### config.mk
export PLATFORM = sky130hd
export DESIGN_NAME = can_fault_flags
export DESIGN_NICKNAME = d
export VERILOG_FILES = /design/src/rtl/canfc_pkg.sv /design/src/rtl/canfc_recovery.sv /design/src/rtl/canfc_state_track.sv /design/src/rtl/canfc_flag_bank.sv /design/src/rtl/can_fault_flags.sv
export SDC_FILE = /design/constraint.sdc
export NUM_CORES = 1
export LEC_CHECK = 0
export BUFFER_PORTS_ARGS = -buffer_cell sky130_fd_sc_hd__buf_2
export CORE_MARGIN = 5
export CORE_UTILIZATION = 48
export CTS_BUF_LIST = sky130_fd_sc_hd__clkbuf_16
export CTS_CLUSTER_DIAMETER = 50
export DETAILED_ROUTE_END_ITERATION = 7
export PLACE_DENSITY = 0.82
export REMOVE_ABC_BUFFERS = 1
export SETUP_SLACK_MARGIN = 0.5
export SLEW_MARGIN = 20
export SYNTH_ARGS = -nofsm -noshare
export SYNTH_HDL_FRONTEND = slang
export SYNTH_SLANG_ARGS = --single-unit
### constraint.sdc
create_clock -name clk -period 1.86 [get_ports clk]
set_input_delay 0.186 -clock clk [delete_from_list [all_inputs] [get_ports clk]]
set_output_delay 0.186 -clock clk [all_outputs]
set_load 0.005 [all_outputs]
### src/rtl/canfc_pkg.sv
package canfc_pkg;

    typedef enum logic [1:0] {
        ST_ACTIVE  = 2'b00,
        ST_PASSIVE = 2'b01,
        ST_BUSOFF  = 2'b10
    } err_state_e;

    typedef enum logic [1:0] {
        BOM_PLAIN      = 2'b00,
        BOM_AUTO_HALT  = 2'b01,
        BOM_END_HALT   = 2'b10,
        BOM_SW_HALT    = 2'b11
    } bo_mode_e;

    localparam logic [1:0] OPM_RUN   = 2'b00;
    localparam logic [1:0] OPM_RESET = 2'b01;
    localparam logic [1:0] OPM_HALT  = 2'b10;

    localparam int FLG_EP  = 0;
    localparam int FLG_BOE = 1;
    localparam int FLG_BOR = 2;
    localparam int N_FLAGS = 3;

    // Recovery flag is allowed unless the mode suppresses it.
    function automatic logic bor_permitted(input logic [1:0] mode, input logic halted);
        return (mode != BOM_AUTO_HALT) && !((mode == BOM_SW_HALT) && halted);
    endfunction

endpackage

### src/rtl/canfc_recovery.sv
module canfc_recovery #(
    parameter int RUN_LEN   = 11,
    parameter int RUN_COUNT = 128
) (
    input  logic clk,
    input  logic rst,
    input  logic clear,
    input  logic enable,
    input  logic bit_strobe,
    input  logic bit_recessive,
    output logic done
);
    localparam int RUN_W = $clog2(RUN_LEN + 1);
    localparam int OCC_W = $clog2(RUN_COUNT + 1);
    localparam logic [RUN_W-1:0] RUN_LAST = RUN_W'(RUN_LEN - 1);
    localparam logic [OCC_W-1:0] OCC_LAST = OCC_W'(RUN_COUNT - 1);

    logic [RUN_W-1:0] run_q;
    logic [OCC_W-1:0] occ_q;
    logic             run_end;

    assign run_end = enable && bit_strobe && bit_recessive && (run_q == RUN_LAST);
    assign done    = run_end && (occ_q == OCC_LAST);

    always_ff @(posedge clk) begin
        if (rst || clear) begin
            run_q <= '0;
            occ_q <= '0;
        end else if (enable && bit_strobe) begin
            if (!bit_recessive) begin
                run_q <= '0;
            end else if (run_end) begin
                run_q <= '0;
                occ_q <= done ? '0 : occ_q + OCC_W'(1);
            end else begin
                run_q <= run_q + RUN_W'(1);
            end
        end
    end

    // run length and run tally stay inside their ranges
    a_r6_run_bound: assert property (@(posedge clk) disable iff (rst)
        run_q <= RUN_LAST);
    a_r6_occ_bound: assert property (@(posedge clk) disable iff (rst)
        occ_q <= OCC_LAST);
    // a dominant strobe restarts the run
    a_r6_dominant_restart: assert property (@(posedge clk) disable iff (rst)
        (enable && bit_strobe && !bit_recessive && !clear) |=> (run_q == '0));

endmodule

### src/rtl/canfc_state_track.sv
module canfc_state_track
    import canfc_pkg::*;
#(
    parameter int CNT_W         = 9,
    parameter int PASSIVE_LIMIT = 127,
    parameter int BUSOFF_LIMIT  = 255
) (
    input  logic               clk,
    input  logic               rst,
    input  logic [CNT_W-1:0]   rec,
    input  logic [CNT_W-1:0]   tec,
    input  logic [1:0]         bo_mode,
    input  logic [1:0]         op_mode,
    input  logic               force_recover,
    input  logic               rec_done,
    output err_state_e         state,
    output logic [N_FLAGS-1:0] events,
    output logic               bo_enter,
    output logic               in_busoff,
    output logic               halt_req,
    output logic               cnt_clr
);
    localparam logic [CNT_W-1:0] PASS_TH = CNT_W'(PASSIVE_LIMIT);
    localparam logic [CNT_W-1:0] BOFF_TH = CNT_W'(BUSOFF_LIMIT);

    err_state_e state_q;
    logic over_q, blank_q, halted_q, halt_req_q, cnt_clr_q;
    logic over_now, bo_now, forced_exit, normal_exit, evaluate;

    assign over_now    = (rec > PASS_TH) || (tec > PASS_TH);
    assign bo_now      = tec > BOFF_TH;
    assign in_busoff   = (state_q == ST_BUSOFF);
    assign evaluate    = !in_busoff && !blank_q;
    assign forced_exit = in_busoff && ((op_mode == OPM_RESET) || force_recover);
    assign normal_exit = in_busoff && !forced_exit && rec_done;
    assign bo_enter    = evaluate && bo_now;

    always_comb begin
        events          = '0;
        events[FLG_EP]  = evaluate && over_now && !over_q;
        events[FLG_BOE] = bo_enter;
        events[FLG_BOR] = normal_exit &&
                          bor_permitted(bo_mode, halted_q || (op_mode == OPM_HALT));
    end

    always_ff @(posedge clk) begin
        if (rst) begin
            state_q    <= ST_ACTIVE;
            over_q     <= 1'b0;
            blank_q    <= 1'b0;
            halted_q   <= 1'b0;
            halt_req_q <= 1'b0;
            cnt_clr_q  <= 1'b0;
        end else begin
            halt_req_q <= 1'b0;
            cnt_clr_q  <= 1'b0;
            blank_q    <= 1'b0;
            if (in_busoff) begin
                if (op_mode == OPM_HALT) halted_q <= 1'b1;
                if (forced_exit || normal_exit) begin
                    state_q   <= ST_ACTIVE;
                    over_q    <= 1'b0;
                    blank_q   <= 1'b1;
                    cnt_clr_q <= 1'b1;
                end
            end else if (!blank_q) begin
                over_q <= over_now;
                if (bo_now) begin
                    state_q    <= ST_BUSOFF;
                    halted_q   <= 1'b0;
                    halt_req_q <= (bo_mode == BOM_AUTO_HALT);
                end else begin
                    state_q <= over_now ? ST_PASSIVE : ST_ACTIVE;
                end
            end
        end
    end

    assign state    = state_q;
    assign halt_req = halt_req_q;
    assign cnt_clr  = cnt_clr_q;

    // unused encoding never reached
    a_r1_legal_state: assert property (@(posedge clk) disable iff (rst)
        state_q != err_state_e'(2'b11));
    // halt request only accompanies bus-off
    a_r5_halt_in_busoff: assert property (@(posedge clk) disable iff (rst)
        halt_req_q |-> (state_q == ST_BUSOFF));
    // counter-reset pulse only right after leaving bus-off
    a_r10_exit_to_active: assert property (@(posedge clk) disable iff (rst)
        cnt_clr_q |-> (state_q == ST_ACTIVE && $past(state_q) == ST_BUSOFF));

endmodule

### src/rtl/canfc_flag_bank.sv
module canfc_flag_bank #(
    parameter int N = 3
) (
    input  logic         clk,
    input  logic         rst,
    input  logic [N-1:0] set,
    input  logic [N-1:0] clr,
    output logic [N-1:0] q
);
    for (genvar g = 0; g < N; g++) begin : g_flag
        always_ff @(posedge clk) begin
            if (rst) q[g] <= 1'b0;
            else     q[g] <= set[g] | (q[g] & ~clr[g]);
        end

        // a flag without a clear strobe holds
        a_r11_flag_hold: assert property (@(posedge clk) disable iff (rst)
            (q[g] && !clr[g]) |=> q[g]);
        // set wins over clear
        a_r11_set_wins: assert property (@(posedge clk) disable iff (rst)
            set[g] |=> q[g]);
    end
endmodule

### src/rtl/can_fault_flags.sv
module can_fault_flags
    import canfc_pkg::*;
#(
    parameter int CNT_W         = 9,
    parameter int PASSIVE_LIMIT = 127,
    parameter int BUSOFF_LIMIT  = 255,
    parameter int RUN_LEN       = 11,
    parameter int RUN_COUNT     = 128
) (
    input  logic             clk,
    input  logic             rst,
    input  logic [CNT_W-1:0] rec,
    input  logic [CNT_W-1:0] tec,
    input  logic             bit_strobe,
    input  logic             bit_recessive,
    input  logic [1:0]       bo_mode,
    input  logic [1:0]       op_mode,
    input  logic             force_recover,
    input  logic             clr_ep,
    input  logic             clr_boe,
    input  logic             clr_bor,
    output logic             flag_ep,
    output logic             flag_boe,
    output logic             flag_bor,
    output logic [1:0]       err_state,
    output logic             halt_req,
    output logic             cnt_clr
);
    err_state_e         st;
    logic [N_FLAGS-1:0] ev, clr_v, flags;
    logic               bo_enter, in_bo, rec_done;

    canfc_state_track #(
        .CNT_W(CNT_W), .PASSIVE_LIMIT(PASSIVE_LIMIT), .BUSOFF_LIMIT(BUSOFF_LIMIT)
    ) u_track (
        .clk(clk), .rst(rst), .rec(rec), .tec(tec),
        .bo_mode(bo_mode), .op_mode(op_mode), .force_recover(force_recover),
        .rec_done(rec_done), .state(st), .events(ev), .bo_enter(bo_enter),
        .in_busoff(in_bo), .halt_req(halt_req), .cnt_clr(cnt_clr)
    );

    canfc_recovery #(.RUN_LEN(RUN_LEN), .RUN_COUNT(RUN_COUNT)) u_recov (
        .clk(clk), .rst(rst), .clear(bo_enter), .enable(in_bo),
        .bit_strobe(bit_strobe), .bit_recessive(bit_recessive), .done(rec_done)
    );

    always_comb begin
        clr_v          = '0;
        clr_v[FLG_EP]  = clr_ep;
        clr_v[FLG_BOE] = clr_boe;
        clr_v[FLG_BOR] = clr_bor;
    end

    canfc_flag_bank #(.N(N_FLAGS)) u_flags (
        .clk(clk), .rst(rst), .set(ev), .clr(clr_v), .q(flags)
    );

    assign flag_ep   = flags[FLG_EP];
    assign flag_boe  = flags[FLG_BOE];
    assign flag_bor  = flags[FLG_BOR];
    assign err_state = st;

    // entering bus-off is always accompanied by the entry flag
    a_r4_boe_on_entry: assert property (@(posedge clk) disable iff (rst)
        (err_state == 2'b10 && $past(err_state) != 2'b10) |-> flag_boe);
    // a forced return never raises the recovery flag
    a_r8_forced_no_bor: assert property (@(posedge clk) disable iff (rst)
        (err_state == 2'b10 && (force_recover || op_mode == OPM_RESET) && !flag_bor)
        |=> !flag_bor);
    // halt seen in software-halt mode keeps the recovery flag clear
    a_r9_halt_blocks_bor: assert property (@(posedge clk) disable iff (rst)
        (err_state == 2'b10 && bo_mode == 2'b11 && op_mode == OPM_HALT && !flag_bor)
        |=> !flag_bor);
    // recovery flag never set in auto-halt mode
    a_r7_no_bor_auto_halt: assert property (@(posedge clk) disable iff (rst)
        (err_state == 2'b10 && bo_mode == 2'b01 && !flag_bor) |=> !flag_bor);

endmodule

==> results of run 1 <==
worst reg2reg max path, cell delays in order (launching register included):
cell	delay, ns
dfxtp_2	0.33
and4_4	0.25
nand4_1	0.15
or4b_4	0.53
a21oi_4	0.14
layout by cell type (no fill, tap or decap), types with 2 or more instances in the layout:
master     netlist  routed
nand4_1          3       3
nor2_1          10       7
o21ai_0          5       5
xnor2_2          0       2
inv_1            3       3
nor2b_1          6       5
buf_4            0      10
a21oi_1         12       9
and4b_1          2       2
nand2b_1         6       5
dfxtp_2          0       6
dfxtp_1         21      11
xnor2_1          5       3
clkbuf_16        0       3
nand3_1          5       5
a21oi_2          0       2
nor3_1           3       2
or3_1            3       3
ha_4             0       2
nand2_1          9       8
buf_2            0      22
and4_4           0       2
dfxtp_4          0       4
nor2_2           0       2
through the flow:
stage / instances / utilization [%] / setup slack, ns / hold WS (ns) / instance area (um^2)
global route: 179 / 75.3 / 0.380 / 0.125 / 1490
detailed placement: 165 / 58.8 / 0.248 / 0.378 / 1160
global placement: 165 / 58.8 / 0.338 / 0.373 / 1160
floorplan: 115 / - / 0.361 / 0.255 / 1010
CTS: 179 / 71.7 / 0.451 / 0.113 / 1420
finish: 179 / 75.3 / 0.394 / 0.116 / 1490
worst max-delay path by stage:
stage / start / to / slack [ns] / cells past startpoint
after floorplan: u_recov.run_q[0] / u_recov.occ_q[7] / 0.36 / 6
after global placement: u_recov.run_q[0] / u_recov.occ_q[7] / 0.34 / 6
after detailed placement: u_recov.run_q[1] / u_recov.occ_q[7] / 0.25 / 5
after CTS: u_recov.run_q[0] / u_recov.occ_q[7] / 0.45 / 6
after global routing: u_recov.occ_q[2] / u_recov.occ_q[7] / 0.38 / 4
final: u_recov.occ_q[2] / u_recov.occ_q[7] / 0.39 / 4
metal layers:
metal / wire length, um / share of wire, %
met2: 1480 / 52
met1: 1150 / 41
met3: 147 / 5.2
met4: 39 / 1.4
met5: 0 / 0
power by group through the flow:
stage               logic [mW]  registers [mW]  clock network [mW]
global route             0.119           0.474               0.477
detailed placement      0.0918           0.486                   0
global placement        0.0910           0.485                   0
finish                   0.108           0.472               0.450
CTS                     0.0988           0.473               0.449
floorplan               0.0503           0.485                   0
logic make-up after synthesis:
family	Yosys count
AOI/OAI and AO/OA	23
buffers and inverters	4
DFF	21
adders and majority gates	3
xor gates and xnor gates	6
and+or+nand+nor	59
state kept, by name, indices dropped and copies added (netlist names):
signal and count:
u_track.halt_req 1, u_track.state 2, u_track.blank_q 1, u_track.halted_q 1, u_recov.run_q 4, u_recov.occ_q 8, u_track.over_q 1, u_flags.q 3
what timing repair did:
action	CTS	global route
setup buffers	10	0
endpoints found under the setup margin	14	16
pin swaps	9	6
resized for setup	29	18
hold endpoints to repair	0	0
final cells by class:
class / count / area [um^2]
timing repair buffer: 33 / 196
sequential: 21 / 443
fill: 141 / 489
clock buffer: 3 / 75.1
clock inverter: 1 / 3.75
inverter: 3 / 11.3
multi-input combinational: 91 / 729
tap: 27 / 33.8
==> results.cfg, run 1 <==
[final_layout]
final_layout_size_suffix_gt1_share_pct = 46.7
synthToLayoutAreaGrowth_pct = 46.7
layout.nets = 186
antennaDiodeCount = 0

[drt]
drtIter0Drc = 26
wl_per_cell_um = 15.8
vias = 1015
drtAntennaViolNets = 0
vias_per_cell = 5.67
wl_um = 2820
drt_pass1_iterations = 4
drcViolationCount = 0

[power_and_ir_drop]
switching_power_mw = 0.235
combPwrFrac_pct = 10.5
clkPwrFrac_pct = 43.7
powerDensity_mw_per_mm2 = 690
power.total_mw = 1.03
leakage_nw = 0.632
power.share.switching_pct = 22.8
intPower_mw = 0.795
irDropWorstVdd_uv = 474
pwr-share-seq_pct = 45.8

[worst_setup_path]
r2r_cells = 4
slowest_stage = or4b_4
crit_fanout = 3
start_kind = flop
crit_type = flop to flop
r2r_start = u_recov.occ_q[2]
crit_family = simple AND/OR/NAND/NOR gates
crit_arrival_ns = 1.65
path_cells = and4_4, nand4_1, or4b_4, a21oi_4
endpoint_kind = flop
slowest_delay_ns = 0.53
regToRegSetupSlack_ns = 0.39
r2r-end = u_recov.occ_q[7]
cp_num_buf_inv = 0
required_ns = 2.04

[sta]
tns_ns = 0
worst_pin_slew_ns = 0.469
relSlewSlack_pct = 68.7
setup_viol = 0
fmax_mhz = 682
finalHoldViolCount = 0
drv_slew = 0
grt_setup_unrepaired = true
fin_crit_ns = 1.47
finClkSkew_ns = 0.00524
finalCritPeriodShare_pct = 78.8

[grt]
grt_util_met3_pct = 3.94
use_met2_pct = 29.0
grt_use_total_pct = 17.5
grt_pass1_wl_um = 4330
grt-ovfl-total = 0
grt_pass1_vias = 977
top_usage_layer = met2
grt_max_degree = 12
grtUsageMet1_pct = 19.6
antenna_found_initial = 0

[floorplan]
die_y_um = 56.0
initial_core_util_pct = 51.3
core.rowCount = 16
dieArea_mm2 = 0.00314
die_x_um = 56.0
core_region_area_mm2 = 0.00198
ios = 37

[logic_synthesis]
synth-simple-area-share_pct = 35.3
synth_top_area_cell = dfxtp_1
synth_most_common_cell = dfxtp_1
synth-adder-area-share_pct = 3.69
synth_cells = 116
synth_compound_gate_area_share_pct = 13.0
yosysWarnings = 0
synth-xor-area-share_pct = 5.17
synth_seq_area_share_pct = 41.3
synth_top_family_by_area = simple AND/OR/NAND/NOR gates
ys_ff_latch = 21
syn_area_per_cell_um2 = 8.77
yosys-top-cells-count = dfxtp_1, a21oi_1, nor2_1
synth_top_area_share_pct = 41.3
syn_area_mm2 = 0.00102
synth_edf_count = 0
ys_async_sr_fraction_pct = 0
synthTopCellsByArea = dfxtp_1, a21oi_1, xnor2_1
synth_ff_type = dfxtp_1
synth.distinct_cells = 33
synthMuxAreaShare_pct = 0

[cts]
h-tree-depth = 1
cts_tree = built
numCtsBuffers = 3
cts-root-buf = clkbuf_16
cts_buffer_depth = 2
cts_sinks = 21
clkLatencyLatePin_ns = 0.25
cts_hold_buf = 0
path_clk_slew_ns = 0.06

[min_path]
worstHoldEndpoint = u_track.halt_req
min_path_type = input pin to flop
hold_depth = 2
worstHoldStart = bo_mode[1]

[placement]
gp_congestion = 0.775
hpwlAfterDp_um = 1640
port_buffers = 22

[run]
drv_cap = 0

[status]
status = completed
No activity file was read; power rests on OpenSTA's default activity.
==> run 2, diff against run 1 <==
ABC_AREA = 1   (was not set)
PLACE_DENSITY = 0.81   (was 0.82)
clock period = 1.5 ns   (was 1.86 ns; I/O delays follow)
==> results.cfg, run 2 <==
[floorplan]
dieArea_mm2 = 0.00328
initial_core_util_pct = 49.4
core.rowCount = 17
die_x_um = 57.2
die_y_um = 57.2
core_region_area_mm2 = 0.00217
ios = 37

[worst_setup_path]
crit_type = flop to flop
startpoint = u_recov.run_q[2]
r2r-end = u_track.state[1]
r2r_start = u_recov.run_q[2]
required_ns = 1.64
regToRegSetupSlack_ns = 0.25
start_kind = flop
crit_fanout = 8
r2r_cells = 6
crit_arrival_ns = 1.39
endpoint_kind = flop

[run]
drv_cap = 0

[drt]
vias_per_cell = 5.35
drcViolationCount = 0
drtIter0Drc = 21
wl_um = 2970
wl_per_cell_um = 14.4
vias = 1103
drtAntennaViolNets = 0
drt_pass1_iterations = 4

[logic_synthesis]
yosys-top-cells-count = nand2_1, dfxtp_1, inv_1
synth_edf_count = 0
ys_async_sr_fraction_pct = 0
synth_compound_gate_area_share_pct = 10.5
synth_cells = 142
yosysWarnings = 0
syn_area_per_cell_um2 = 7.54
syn_area_mm2 = 0.00107
synth_most_common_cell = nand2_1
synth_seq_area_share_pct = 39.3
synth-adder-area-share_pct = 3.50
synth_ff_type = dfxtp_1
synth_top_area_cell = dfxtp_1
synthMuxAreaShare_pct = 0
synthTopCellsByArea = dfxtp_1, nand2_1, a21oi_1
synth-simple-area-share_pct = 36.1
synth.distinct_cells = 28
ys_ff_latch = 21
synth_top_area_share_pct = 39.3
synth_top_family_by_area = simple AND/OR/NAND/NOR gates
synth-xor-area-share_pct = 2.45

[grt]
grt_util_met3_pct = 4.75
grt_max_degree = 12
grt_use_total_pct = 19.0
antenna_found_initial = 0
grt_pass1_wl_um = 4900
top_usage_layer = met2
use_met2_pct = 33.9
grt_pass1_vias = 1172
grt-ovfl-total = 0
grtUsageMet1_pct = 20.0

[sta]
worst_pin_slew_ns = 0.241
fin_crit_ns = 1.25
drv_slew = 0
fmax_mhz = 801
finalHoldViolCount = 0
tns_ns = 0
relSlewSlack_pct = 83.9
fin_ws_ns = 0.251
finalCritPeriodShare_pct = 83.2
grt_setup_unrepaired = true
finClkSkew_ns = 0.00130
setup_viol = 0
hold_ws_ns = 0.0997

[power_and_ir_drop]
powerDensity_mw_per_mm2 = 843
pwr-share-seq_pct = 44.1
clkPwrFrac_pct = 42.9
intPower_mw = 1.01
switching_power_mw = 0.318
irDropWorstVdd_uv = 695
combPwrFrac_pct = 13.1
power.total_mw = 1.32
leakage_nw = 0.679
power.share.switching_pct = 24.0

[cts]
path_clk_slew_ns = 0.06
clkLatencyLatePin_ns = 0.26
cts_buffer_depth = 2
cts_hold_buf = 0
h-tree-depth = 1
cts_sinks = 21
cts_tree = built
cts-root-buf = clkbuf_16
numCtsBuffers = 3

[min_path]
worstHoldStart = bo_mode[1]
hold_depth = 2
min_path_type = input pin to flop
worstHoldEndpoint = u_track.halt_req

[final_layout]
layout_common_cells = nand2_1, buf_2, inv_1, nor2_1, dfxtp_1
largest_register_ffs = 8
final_layout_size_suffix_gt1_share_pct = 50.6
antennaDiodeCount = 0
regMostFlops = u_recov.occ_q
synthToLayoutAreaGrowth_pct = 46.6
finalInstanceArea_mm2 = 0.00157
fin_util_pct = 72.4
reg_top3 = u_recov.occ_q: 8 flops, u_recov.run_q: 4 flops, u_flags.q: 3 flops
final_cells = 206
layout.nets = 212

[placement]
hpwlAfterDp_um = 1670
gp_congestion = 0.779
placed_cells = 191
port_buffers = 22
placed_area_mm2 = 0.00121
pre_cts_slack_ns = 0.118

[status]
status = completed
run 2: changes by cell type after synthesis, moves of 3 or more:
cell	previous run	this run
nand2_1	9	25
nand2b_1	6	0
a21oi_1	12	15
or3_1	3	0
nand2_2	0	4
nor2_1	10	17
nor2b_1	6	0
inv_1	3	19
nor3_1	3	7
o21ai_0	5	2
xnor2_1	5	0
run 2: how the worst max path moves through the flow:
stage / end / cells after the start
after floorplan: u_recov.occ_q[7] / 6
after global placement: u_recov.occ_q[7] / 6
after detailed placement: u_flags.q[2] / 7
after CTS: u_flags.q[2] / 8
after global routing: u_recov.occ_q[5] / 6
final: u_track.state[1] / 6
run 2: power groups by stage:
| stage | clock (mW) | sequential, mW | combinational, mW |
|---|---|---|---|
| finish | 0.568 | 0.583 | 0.173 |
| global route | 0.610 | 0.584 | 0.188 |
| CTS | 0.563 | 0.585 | 0.155 |
| detailed placement | 0 | 0.595 | 0.115 |
| global placement | 0 | 0.595 | 0.111 |
| floorplan | 0 | 0.596 | 0.0640 |
run 2: kinds of logic (layout without fill, tap and decap cells):
family                     after synthesis  in the layout
AOI/OAI and AO/OA                       21             21
xor gates and xnor gates                 3              3
adders and majority gates                3              3
buffers and inverters                   23             59
DFF                                     21             21
and+or+nand+nor                         71             71
run 2: layout make-up:
type,count,area (um^2)
Clock buffer,3,75.1
Clock inverter,1,3.75
Fill cell,151,599
Inverter,22,90.1
Multi-Input combinational cell,98,722
Sequential cell,21,437
Tap cell,28,35.0
Timing Repair Buffer,33,208
run 2: critical path, stage by stage, from the launching register on:
cell and delay (ns):
dfxtp_1 0.36, nor2_4 0.15, nand2_4 0.09, nor2_8 0.22, nand3_4 0.13, nand4_1 0.10, a21oi_1 0.08
run 2: timing repair:
action                     4_1_cts  5_1_grt
pin swaps                       17        7
buffers inserted                 9        2
gates cloned                     0        0
resized for setup               47       11
setup endpoints to repair       20       21
run 2: metal layers:
layer | up-vias | share of wire, %
met5 | - | 0
met4 | 0 | 3.5
met3 | 14 | 5.0
met2 | 45 | 53
met1 | 517 | 39
li1 | 527 | -
